`src/rtl/irqc_pkg.sv`:
```
package irqc_pkg;

  typedef enum logic [2:0] {
    ST_IDLE    = 3'd0,
    ST_PUSH_PC = 3'd1,
    ST_PUSH_SR = 3'd2,
    ST_VEC     = 3'd3,
    ST_POP_SR  = 3'd4,
    ST_POP_PC  = 3'd5
  } seq_state_t;

endpackage

```
`src/rtl/irqc_prio.sv`:
```
module irqc_prio #(
  parameter int NUM_IRQ = 14,
  parameter int IW      = 4
) (
  input  logic [NUM_IRQ-1:0] req,
  output logic               vld,
  output logic [IW-1:0]      idx
);

  // Later iterations overwrite earlier ones: highest line number wins.
  always_comb begin
    idx = '0;
    for (int i = 0; i < NUM_IRQ; i++) begin
      if (req[i]) idx = IW'(i);
    end
    vld = |req;
  end

endmodule

```
`src/rtl/irqc_nmi.sv`:
```
module irqc_nmi (
  input  logic clk,
  input  logic rst,
  input  logic nmi_in,
  input  logic accept,
  input  logic nmie_set,
  input  logic flag_clr,
  output logic req_q,
  output logic nmie_q,
  output logic flag_q
);

  logic nmi_q;
  logic rise;

  assign rise = nmi_in & ~nmi_q;

  always_ff @(posedge clk) begin
    if (rst) begin
      nmi_q  <= 1'b0;
      req_q  <= 1'b0;
      nmie_q <= 1'b0;
      flag_q <= 1'b0;
    end else begin
      nmi_q <= nmi_in;
      if (accept) begin
        req_q  <= 1'b0;
        nmie_q <= 1'b0;
        flag_q <= 1'b1;
      end else begin
        if (rise && nmie_q && !flag_q) req_q <= 1'b1;
        if (nmie_set) nmie_q <= 1'b1;
        if (flag_clr) flag_q <= 1'b0;
      end
    end
  end

  AST_NMIE_DROP: assert property (@(posedge clk) disable iff (rst)
    $rose(flag_q) |-> !nmie_q);

  AST_EDGE_ONLY: assert property (@(posedge clk) disable iff (rst)
    $rose(req_q) |-> ($past(nmi_in) && $past(nmie_q) && !$past(flag_q)));

endmodule

```
`src/rtl/irqc_seq.sv`:
```
module irqc_seq
  import irqc_pkg::*;
#(
  parameter int              DW       = 16,
  parameter int              NUM_IRQ  = 14,
  parameter int              IW       = 4,
  parameter logic [DW-1:0]   SP_RESET = 16'h0252,
  parameter logic [DW-1:0]   VEC_BASE = 16'hFFE0,
  parameter int              GIE_BIT  = 3
) (
  input  logic          clk,
  input  logic          rst,
  input  logic          reti_req,
  input  logic          sr_wr,
  input  logic [DW-1:0] sr_wdata,
  input  logic [DW-1:0] pc_in,
  input  logic          irq_vld,
  input  logic [IW-1:0] irq_idx,
  input  logic          nmi_req,
  output logic          nmi_accept,
  output logic          mem_req,
  output logic          mem_we,
  output logic [DW-1:0] mem_addr,
  output logic [DW-1:0] mem_wdata,
  input  logic [DW-1:0] mem_rdata,
  input  logic          mem_rdy,
  output logic          pc_load,
  output logic [DW-1:0] pc_out,
  output logic [IW-1:0] vec_idx,
  output logic          busy,
  output logic [DW-1:0] sr_q,
  output logic [DW-1:0] sp_q
);

  localparam logic [IW-1:0] NMI_IDX = IW'(NUM_IRQ);
  localparam logic [DW-1:0] WSTEP   = DW'(2);

  seq_state_t    state_q;
  logic [DW-1:0] pc_hold;
  logic          idle, hs, gie;
  logic          start_ret, take_nmi, take_irq, in_entry;

  assign idle      = (state_q == ST_IDLE);
  assign gie       = sr_q[GIE_BIT];
  assign hs        = mem_req && mem_rdy;
  assign start_ret = idle && reti_req;
  assign take_nmi  = idle && !reti_req && nmi_req;
  assign take_irq  = idle && !reti_req && !nmi_req && gie && irq_vld;
  assign in_entry  = (state_q == ST_PUSH_PC) || (state_q == ST_PUSH_SR) ||
                     (state_q == ST_VEC);
  assign nmi_accept = take_nmi;

  always_ff @(posedge clk) begin
    if (rst) begin
      state_q <= ST_IDLE;
      vec_idx <= '0;
      pc_hold <= '0;
      sr_q    <= '0;
      sp_q    <= SP_RESET;
      pc_out  <= '0;
      pc_load <= 1'b0;
    end else begin
      pc_load <= 1'b0;
      case (state_q)
        ST_IDLE: begin
          if (sr_wr) sr_q <= sr_wdata;
          if (start_ret) begin
            state_q <= ST_POP_SR;
          end else if (take_nmi) begin
            vec_idx <= NMI_IDX;
            pc_hold <= pc_in;
            state_q <= ST_PUSH_PC;
          end else if (take_irq) begin
            vec_idx <= irq_idx;
            pc_hold <= pc_in;
            state_q <= ST_PUSH_PC;
          end
        end
        ST_PUSH_PC: if (hs) begin
          sp_q    <= sp_q - WSTEP;
          state_q <= ST_PUSH_SR;
        end
        ST_PUSH_SR: if (hs) begin
          sp_q          <= sp_q - WSTEP;
          sr_q[GIE_BIT] <= 1'b0;
          state_q       <= ST_VEC;
        end
        ST_VEC: if (hs) begin
          pc_out  <= mem_rdata;
          pc_load <= 1'b1;
          state_q <= ST_IDLE;
        end
        ST_POP_SR: if (hs) begin
          sr_q    <= mem_rdata;
          sp_q    <= sp_q + WSTEP;
          state_q <= ST_POP_PC;
        end
        ST_POP_PC: if (hs) begin
          pc_out  <= mem_rdata;
          pc_load <= 1'b1;
          sp_q    <= sp_q + WSTEP;
          state_q <= ST_IDLE;
        end
        default: state_q <= ST_IDLE;
      endcase
    end
  end

  always_comb begin
    mem_req   = !idle;
    mem_we    = (state_q == ST_PUSH_PC) || (state_q == ST_PUSH_SR);
    mem_wdata = (state_q == ST_PUSH_PC) ? pc_hold : sr_q;
    case (state_q)
      ST_PUSH_PC, ST_PUSH_SR: mem_addr = sp_q - WSTEP;
      ST_VEC:                 mem_addr = VEC_BASE + (DW'(vec_idx) << 1);
      default:                mem_addr = sp_q;
    endcase
    busy = !idle;
  end

  AST_PUSH_STEP: assert property (@(posedge clk) disable iff (rst)
    (hs && mem_we) |=> (sp_q == $past(sp_q) - WSTEP));

  AST_POP_STEP: assert property (@(posedge clk) disable iff (rst)
    (hs && !mem_we && state_q != ST_VEC) |=> (sp_q == $past(sp_q) + WSTEP));

  AST_GIE_LOW_AT_VEC: assert property (@(posedge clk) disable iff (rst)
    (state_q == ST_VEC) |-> !sr_q[GIE_BIT]);

  AST_VEC_HOLD: assert property (@(posedge clk) disable iff (rst)
    (in_entry && $past(in_entry)) |-> $stable(vec_idx));

  AST_NMI_FIRST: assert property (@(posedge clk) disable iff (rst)
    (idle && !reti_req && nmi_req) |=> (vec_idx == NMI_IDX && mem_we));

  AST_RETI_FIRST: assert property (@(posedge clk) disable iff (rst)
    (idle && reti_req) |=> (mem_req && !mem_we));

  AST_SR_LOCKED: assert property (@(posedge clk) disable iff (rst)
    (!idle && state_q != ST_POP_SR && state_q != ST_PUSH_SR) |=> $stable(sr_q));

endmodule

```
`src/rtl/irq_entry_ctrl.sv`:
```
module irq_entry_ctrl #(
  parameter int            NUM_IRQ      = 14,
  parameter int            DW           = 16,
  parameter int            IW           = $clog2(NUM_IRQ + 1),
  parameter logic [DW-1:0] SP_RESET     = 16'h0252,
  parameter logic [DW-1:0] VEC_BASE     = 16'hFFE0,
  parameter int            GIE_BIT      = 3,
  parameter int            NMI_FLAG_BIT = 4
) (
  input  logic               clk,
  input  logic               rst,
  input  logic [NUM_IRQ-1:0] irq_req,
  input  logic               nmi_in,
  input  logic               reti_req,
  input  logic               sr_wr,
  input  logic [DW-1:0]      sr_wdata,
  input  logic               nmie_set,
  input  logic               nmi_flag_clr,
  input  logic [DW-1:0]      pc_in,
  output logic               mem_req,
  output logic               mem_we,
  output logic [DW-1:0]      mem_addr,
  output logic [DW-1:0]      mem_wdata,
  input  logic [DW-1:0]      mem_rdata,
  input  logic               mem_rdy,
  output logic               pc_load,
  output logic [DW-1:0]      pc_out,
  output logic [IW-1:0]      vec_idx,
  output logic               busy,
  output logic [DW-1:0]      sr_q,
  output logic [DW-1:0]      sp_q,
  output logic               nmie,
  output logic [7:0]         nmi_flags
);

  logic          irq_vld;
  logic [IW-1:0] irq_idx;
  logic          nmi_req, nmi_accept, nmi_flag;

  irqc_prio #(.NUM_IRQ(NUM_IRQ), .IW(IW)) u_prio (
    .req (irq_req),
    .vld (irq_vld),
    .idx (irq_idx)
  );

  irqc_nmi u_nmi (
    .clk      (clk),
    .rst      (rst),
    .nmi_in   (nmi_in),
    .accept   (nmi_accept),
    .nmie_set (nmie_set),
    .flag_clr (nmi_flag_clr),
    .req_q    (nmi_req),
    .nmie_q   (nmie),
    .flag_q   (nmi_flag)
  );

  irqc_seq #(
    .DW(DW), .NUM_IRQ(NUM_IRQ), .IW(IW),
    .SP_RESET(SP_RESET), .VEC_BASE(VEC_BASE), .GIE_BIT(GIE_BIT)
  ) u_seq (
    .clk        (clk),
    .rst        (rst),
    .reti_req   (reti_req),
    .sr_wr      (sr_wr),
    .sr_wdata   (sr_wdata),
    .pc_in      (pc_in),
    .irq_vld    (irq_vld),
    .irq_idx    (irq_idx),
    .nmi_req    (nmi_req),
    .nmi_accept (nmi_accept),
    .mem_req    (mem_req),
    .mem_we     (mem_we),
    .mem_addr   (mem_addr),
    .mem_wdata  (mem_wdata),
    .mem_rdata  (mem_rdata),
    .mem_rdy    (mem_rdy),
    .pc_load    (pc_load),
    .pc_out     (pc_out),
    .vec_idx    (vec_idx),
    .busy       (busy),
    .sr_q       (sr_q),
    .sp_q       (sp_q)
  );

  always_comb begin
    nmi_flags               = '0;
    nmi_flags[NMI_FLAG_BIT] = nmi_flag;
  end

  AST_HIGHEST_LINE: assert property (@(posedge clk) disable iff (rst)
    irq_vld |-> ((irq_req >> irq_idx) == NUM_IRQ'(1)));

  AST_RESET_QUIET: assert property (@(posedge clk)
    $past(rst) |-> (!mem_req && sp_q == SP_RESET && nmi_flags == 8'h00));

endmodule

```
`config.mk`:
```
export PLATFORM = sky130hd
export DESIGN_NAME = irq_entry_ctrl
export DESIGN_NICKNAME = d
export VERILOG_FILES = /design/src/rtl/irqc_pkg.sv /design/src/rtl/irqc_prio.sv /design/src/rtl/irqc_nmi.sv /design/src/rtl/irqc_seq.sv /design/src/rtl/irq_entry_ctrl.sv
export SDC_FILE = /design/constraint.sdc
export NUM_CORES = 1
export LEC_CHECK = 0
export ABC_AREA = 1
export BUFFER_PORTS_ARGS = -buffer_cell sky130_fd_sc_hd__buf_2
export CAP_MARGIN = 20
export CORE_MARGIN = 1
export CORE_UTILIZATION = 49
export CTS_CLUSTER_DIAMETER = 200
export DETAILED_ROUTE_END_ITERATION = 16
export GPL_ROUTABILITY_DRIVEN = 0
export GPL_TIMING_DRIVEN = 0
export PLACE_DENSITY = 0.88
export SYNTH_ARGS = -nofsm -noshare
export SYNTH_HDL_FRONTEND = slang
export SYNTH_SLANG_ARGS = --single-unit
```
`constraint.sdc`:
```
create_clock -name clk -period 2 [get_ports clk]
set_input_delay 0.1 -clock clk [delete_from_list [all_inputs] [get_ports clk]]
set_output_delay 0.1 -clock clk [all_outputs]
set_load 0.02 [all_outputs]
```
==> results of run 1 <==
==> state kept, by name, indices dropped and copies added, names as in the netlist <==
register	flops
u_nmi.flag_q	1
u_nmi.req_q	1
u_seq.pc_hold	16
u_nmi.nmi_q	1
u_seq.sr_q	16
u_seq.pc_load	1
u_seq.vec_idx	4
u_nmi.nmie_q	1
u_seq.pc_out	16
u_seq.sp_q	15
u_seq.state_q	3
==> report_power, final <==
part / total [W] / switching [W] / internal (W) / leakage, nW
clock network: 0.00122 / 0.000607 / 0.000616 / 0.0999
registers: 0.00216 / 0.000320 / 0.00184 / 0.613
logic: 0.00423 / 0.00269 / 0.00153 / 2.25
==> area by class of cell <==
class                   instances  share of cell area
well taps                     105              0.0220
plain buffers                  38              0.0389
inverters                      60              0.0385
clock inverters                 5              0.0100
multi-input cells             430               0.400
repair buffers                210               0.213
flip-flops and latches         75               0.253
clock buffers                  11              0.0237
==> metal layers <==
metal	global-route usage	up-vias	part of all wire
met3	0.0781	52	0.094
met5	0	-	0
met4	0.169	0	0.032
met1	0.350	2333	0.37
li1	-	2396	-
met2	0.567	286	0.50
==> logic make-up (layout without fill, tap and decap cells) <==
logic type	Yosys count	in the layout
AND/OR/NAND/NOR	250	250
adder cells (fa/ha/maj)	2	2
XOR/XNOR	17	17
flip-flops	75	75
AO/OA/AOI/OAI	136	136
other	1	9
buffers and inverters	98	324
multiplexers	16	16
==> layout by cell type, fill, tap and decap left out, types with 3 or more instances in the layout <==
cell type,synthesis,final
conb_1,1,9
xor2_1,16,14
nand3_2,0,3
a31oi_1,18,18
buf_2,8,158
o211ai_1,10,10
clkbuf_8,0,10
mux2_2,16,16
nand2_1,136,132
dfxtp_2,0,6
nand3_4,1,3
dfxtp_1,75,68
nand3_1,24,19
nor2_2,2,3
o221ai_1,3,3
clkbuf_1,12,11
buf_4,14,46
o21ai_1,19,21
a21oi_1,36,36
nor3_1,5,4
dlygate4sd3_1,0,25
inv_1,47,41
nor3_4,2,4
inv_2,11,16
nor2_1,65,62
o21ai_0,38,35
nand2_2,3,7
buf_6,3,6
nor2_4,4,6
==> per-stage QoR <==
stage               setup slack, ps  utilization
floorplan                       104            -
global placement              -13.1        0.623
detailed placement            -44.7        0.623
CTS                           -35.1        0.702
global route                   -142        0.724
finish                        -13.8        0.724
==> critical path, cell delays in order, from the launching register on <==
cell and delay (ps):
dfxtp_4 360, inv_4 70, ha_4 150, nand3_4 90, nor2_4 110, nand2_2 90, nor2_4 120, nand2_2 90
xor2_2 170, o21ai_2 170, buf_6 140
==> how the worst max path moves through the flow <==
stage                     cells past startpoint          start            to
after global placement                       10  u_seq.sp_q[1]  mem_addr[15]
after global routing                         11  u_seq.sp_q[2]  mem_addr[14]
after floorplan                               9  u_seq.sp_q[1]  mem_addr[15]
final                                        10  u_seq.sp_q[1]  mem_addr[15]
after CTS                                    10  u_seq.sp_q[2]  mem_addr[15]
after detailed placement                     10  u_seq.sp_q[1]  mem_addr[15]
==> repair_timing <==
| action | in CTS | in global routing |
|---|---|---|
| setup buffers | 17 | 12 |
| endpoints found under the hold margin | 24 | 1 |
| hold buffers | 24 | 1 |
| setup endpoints to repair | 14 | 41 |
| pin swaps | 6 | 9 |
| gates resized for setup | 29 | 27 |
==> results.txt, run 1 <==
reg-to-reg endpoint = u_seq.sp_q[13]
depth of the CTS H-tree = 3
hold path startpoint = sr_wdata[12]
sequential share of the synthesized area = 0.357
Nets = 896
Starting Density = 0.509
final setup margin = -13.8 ps
CP Max Fanout = 3
clk_skew = 9.71 ps
fmax = 497 MHz
clk_lat worst skew = 350 ps
Final Max Slew Viols = 0
Final HPWL DP = 9.90 mm
status = complete, but fails checks
final std cells w/o fill = 934
P_leak = 2.96 nW
Die X = 94.6 um
Inserted Clock Buffers = 9
Root Driver = clkbuf_8
Final setup viols = 1
cells after synthesis = 595
Max Cap Violations = 0
Syn Area/Cell = 7.06 sq um
chip height = 94.6 um
first-pass GRT wire length = 22.3 mm
WS Path Type = reg2out
element type at the critical path start = flip-flop
Clock Sinks = 75
largest net degree at the start of global routing = 14
Compound-Gate Fraction of Synth Area = 0.188
DIE AREA = 0.00895 sq mm
# fillers = 631
Post-Synth Simple-Gate Area = 0.261
FP Rows = 33
Tcrit/Tclk final = 1.01
DRT Pass-1 Iters = 5
IO Count = 167
minimum hold slack = 13.5 ps
Yosys top cell by area = dfxtp_1
Mapped Area = 0.00420 sq mm
GRT overflow = 0
total negative slack = -13.8 ps
Area Overhead vs Synth = 42.3%
Routed WL per cell = 15.4 um
CTS tree = done
flop and latch count out of synthesis = 75
Synth Flop Type = dfxtp_1
worst reg2reg path depth = 12
Post-synth EDFFs = 0
DRC Markers = 0
Async SR Flop Fraction = 0
CP Capture Type = output port
RSZ-0062 raised after global routing = yes
ranking of synthesized cells by area = dfxtp_1 (36%), nand2_1 (12%), nor2_1 (5.8%), o21ai_0 (4.5%), a21oi_1 (4.3%)
vias = 5,067
power per cell area = 1270 mW/mm^2
Post-Synth Adder-Cell Area = 0.00596
relative slew slack = 0.593
DP Area = 0.00515 sq mm
Power Total = 0.00761 W
most frequent cell after synthesis = nand2_1
synthesis warning total = 0
Max VDD drop = 0.727 mV
internal reg-to-reg setup slack = 50 ps
Slew @ Worst Pin = 611 ps
main combinational cell family by area after synthesis = simple AND/OR/NAND/NOR gates
Port Buffers = 157
core area = 0.00826 sq mm
initial antenna violation count = 0
Cells on Worst Hold Path = 3
Period minus WS final = 2010 ps
final wirelength = 14.4 mm
number of distinct library cells after synthesis = 44
mux cell area share after synthesis = 0.0429
critical path required time = 1900 ps
Multi-input gate area = 0.00239 sq mm
share of layout cells above drive strength 1 = 0.370
Placed Cells = 865
register area = 0.00151 sq mm
Synth Area in XOR/XNOR = 0.0354
Global Route Usage Sum = 0.320
violation count after the first detailed-routing iteration = 264
commonest cells in the synthesized netlist = nand2_1 (136), dfxtp_1 (75), nor2_1 (65), inv_1 (47), o21ai_0 (38)
CTS clock-pin slew for the worst setup and hold paths = 80 ps
fin area = 0.00598 sq mm
CP arrival = 1910 ps
Min-Delay Path Class = in2reg
final antenna-violating net count = 0
hold path endpoint = u_seq.sr_q[12]
final-report hold violation count = 0
Clock Path Buffers = 2
vias in the first global route = 4,945
RR Startpoint = u_seq.sp_q[1]
Via density = 5.43
Inserted Diodes = 0
Synth top area share = 0.357
failing checks = setup timing
Note: power is estimated with default switching activity, not from simulation.
==> run 2, diff against run 1 <==
--- a/config.mk
+++ b/config.mk
@@ -5,16 +5,15 @@
 export SDC_FILE = /design/constraint.sdc
 export NUM_CORES = 1
 export LEC_CHECK = 0
-export ABC_AREA = 1
 export BUFFER_PORTS_ARGS = -buffer_cell sky130_fd_sc_hd__buf_2
 export CAP_MARGIN = 20
 export CORE_MARGIN = 1
-export CORE_UTILIZATION = 49
+export CORE_UTILIZATION = 50
 export CTS_CLUSTER_DIAMETER = 200
 export DETAILED_ROUTE_END_ITERATION = 16
 export GPL_ROUTABILITY_DRIVEN = 0
 export GPL_TIMING_DRIVEN = 0
-export PLACE_DENSITY = 0.88
+export PLACE_DENSITY = 0.89
 export SYNTH_ARGS = -nofsm -noshare
 export SYNTH_HDL_FRONTEND = slang
 export SYNTH_SLANG_ARGS = --single-unit
==> results.txt, run 2 <==
ranking of synthesized cells by area = dfxtp_1 (35%), nor2_1 (6.8%), nand2_1 (6.0%), a21oi_1 (5.9%), mux2_2 (4.4%)
minimum hold slack = 7.17 ps (-6.37 ps)
Global Route Usage Sum = 0.371 (+0.0511)
Synth Flop Type = dfxtp_1
Root Driver = clkbuf_8
final antenna-violating net count = 0 (unchanged)
DRC Markers = 0 (unchanged)
Port Buffers = 156 (-0.64%)
hold path endpoint = u_seq.pc_hold[15]
RR Startpoint = u_seq.sp_q[2]
Min-Delay Path Class = in2reg
Yosys top cell by area = dfxtp_1
final wirelength = 18.1 mm (+26%)
Critical-path top delay cell = or4_4
sequential share of the synthesized area = 0.347 (-0.0106)
commonest cells in the synthesized netlist = nor2_1 (79), dfxtp_1 (75), nand2_1 (69), a21oi_1 (51), o21ai_0 (36)
flop and latch count out of synthesis = 75 (unchanged)
Period minus WS final = 2450 ps (+431 ps)
WS Path Type = reg2out
CP Cell Sequence = or4_4 -> buf_4 -> buf_4 -> nor4_4 -> nand2_1 -> nand2_1 -> o21ai_1 -> buf_4
initial antenna violation count = 0 (unchanged)
CP Max Fanout = 4 (+1)
violation count after the first detailed-routing iteration = 626 (+140%)
cells after synthesis = 571 (-4.0%)
FP Rows = 33 (unchanged)
number of distinct library cells after synthesis = 58 (+32%)
largest net degree at the start of global routing = 16 (+2)
most common cell after layout, fill and taps aside = buf_2
failing checks = setup timing
most frequent cell after synthesis = nor2_1
Clock Path Buffers = 2 (unchanged)
status = complete, but fails checks
Max Cap Violations = 0 (unchanged)
synthesis warning total = 0 (unchanged)
DRT Pass-1 Iters = 7 (+2)
P_leak = 2.76 nW (-7.0%)
Final setup viols = 18 (+17)
Async SR Flop Fraction = 0 (unchanged)
share of layout cells above drive strength 1 = 0.397 (+0.0270)
DP Area = 0.00530 sq mm (+3.0%)
power per cell area = 1210 mW/mm^2 (-5.3%)
RSZ-0062 raised after global routing = yes
largest registers = u_seq.pc_hold x16, u_seq.pc_out x16, u_seq.sr_q x16
hold path startpoint = pc_in[15]
final-report hold violation count = 0 (unchanged)
reg-to-reg endpoint = u_seq.sp_q[13]
Power Total = 0.00784 W (+3.0%)
Clock Sinks = 75 (unchanged)
Syn Area/Cell = 7.58 sq um (+7.4%)
clk_skew = 15.3 ps (+5.56 ps)
Via density = 6.38 (+18%)
GRT overflow = 0 (unchanged)
final setup margin = -445 ps (-431 ps)
vias = 5,834 (+15%)
Tcrit/Tclk final = 1.22 (+0.216)
Synth top area share = 0.347 (-0.0106)
element type at the critical path start = flip-flop
CP arrival = 2350 ps (+440 ps)
chip height = 95.1 um (+0.49%)
Post-synth EDFFs = 0 (unchanged)
Mapped Area = 0.00433 sq mm (+3.1%)
CTS clock-pin slew for the worst setup and hold paths = 90 ps (about the same)
DIE AREA = 0.00904 sq mm (+0.99%)
first-pass GRT wire length = 25.8 mm (+16%)
Final HPWL DP = 11.0 mm (+11%)
vias in the first global route = 5,199 (+5.1%)
depth of the CTS H-tree = 3 (unchanged)
clk_lat worst skew = 360 ps (about the same)
max incr delay on CP = 550 ps (+190 ps)
core area = 0.00830 sq mm (+0.50%)
Cells on Worst Hold Path = 3 (unchanged)
Inserted Clock Buffers = 9 (unchanged)
worst reg2reg path depth = 10 (-2)
CTS tree = done
Final Max Slew Viols = 0 (unchanged)
Max VDD drop = 0.620 mV (-15%)
relative slew slack = 0.486 (-0.107)
Nets = 875 (-2.3%)
fmax = 409 MHz (-18%)
total negative slack = -4050 ps (-4040 ps)
IO Count = 167 (unchanged)
internal reg-to-reg setup slack = -240 ps (-290 ps)
Routed WL per cell = 19.8 um (+29%)
CP dominant cell by count = buf_4
critical path required time = 1900 ps (about the same)
fin area = 0.00650 sq mm (+8.8%)
Area Overhead vs Synth = 50.2%
Starting Density = 0.522 (+0.0130)
most frequent cells in the layout = buf_2 (141), nor2_1 (75), dfxtp_1 (68)
Die X = 95.1 um (+0.49%)
Slew @ Worst Pin = 771 ps (+160 ps)
CP Capture Type = output port
==> run 2: layer usage <==
layer  vias up  global-route usage  routed length (um)  part of all wire
met1      2654               0.447                6430              0.35
met4         0               0.218                1090             0.060
met2       561               0.593                8340              0.46
met3       142              0.0965                2270              0.13
met5         -                   0                   0                 0
li1       2477                   -                   -                 -
==> run 2: metrics by stage <==
step / cells / util / worst slack, ps
finish: 914 / 0.784 / -445
global placement: 840 / 0.639 / -350
detailed placement: 840 / 0.639 / -405
global route: 913 / 0.784 / -474
floorplan: 579 / - / -41.2
CTS: 903 / 0.748 / -431
==> run 2: what timing repair did <==
action                                  CTS  global route
resized for setup                        77            74
hold endpoints to repair                 27             0
endpoints found under the setup margin   64            88
pin swaps                                19            15
buffers inserted                         23            13
gates cloned                              1             1
hold buffers                             27             0
==> run 2: cell type report <==
type	instances	area, sq um
plain buffers	50	308
flip-flops and latches	75	1520
inverters	12	51.3
well taps	105	131
clock inverters	7	108
fillers	506	1790
repair buffers	219	1430
multi-input cells	436	2830
clock buffers	9	124
diodes	1	2.50
==> run 2: power by group <==
part           switching [W]  internal [W]  total, W
combinational        0.00274       0.00171   0.00445
clock               0.000649      0.000727   0.00138
sequential          0.000260       0.00176   0.00202
==> run 2: cells by family (layout without fill, tap and decap cells) <==
group / count (synthesis) / after routing / synth area share
flip-flops: 75 / 75 / 0.347
multiplexers: 36 / 36 / 0.0881
buffers and inverters: 68 / 297 / 0.0717
AO/OA/AOI/OAI: 139 / 139 / 0.198
other: 1 / 10 / 0.000866
adder cells (fa/ha/maj): 2 / 2 / 0.00578
AND/OR/NAND/NOR: 239 / 239 / 0.266
XOR/XNOR: 11 / 11 / 0.0222
==> run 2: worst max-delay path by stage <==
stage,start,end,slack (ps)
2_1_floorplan,u_seq.sp_q[2],mem_addr[14],-40
3_3_place_gp,u_seq.state_q[0],mem_wdata[6],-350
3_5_place_dp,u_seq.state_q[0],mem_wdata[6],-400
4_1_cts,u_seq.sp_q[2],mem_addr[14],-430
5_1_grt,u_seq.sp_q[2],mem_addr[14],-470
6_report,u_seq.sp_q[2],mem_addr[10],-450
==> run 2: worst max-delay path: cells and delay by family (launching register included) <==
family | cells | cell delay [ps]
AOI/OAI and AO/OA | 1 | 70
buffers and inverters | 3 | 460
DFF | 1 | 360
and+or+nand+nor | 4 | 1090
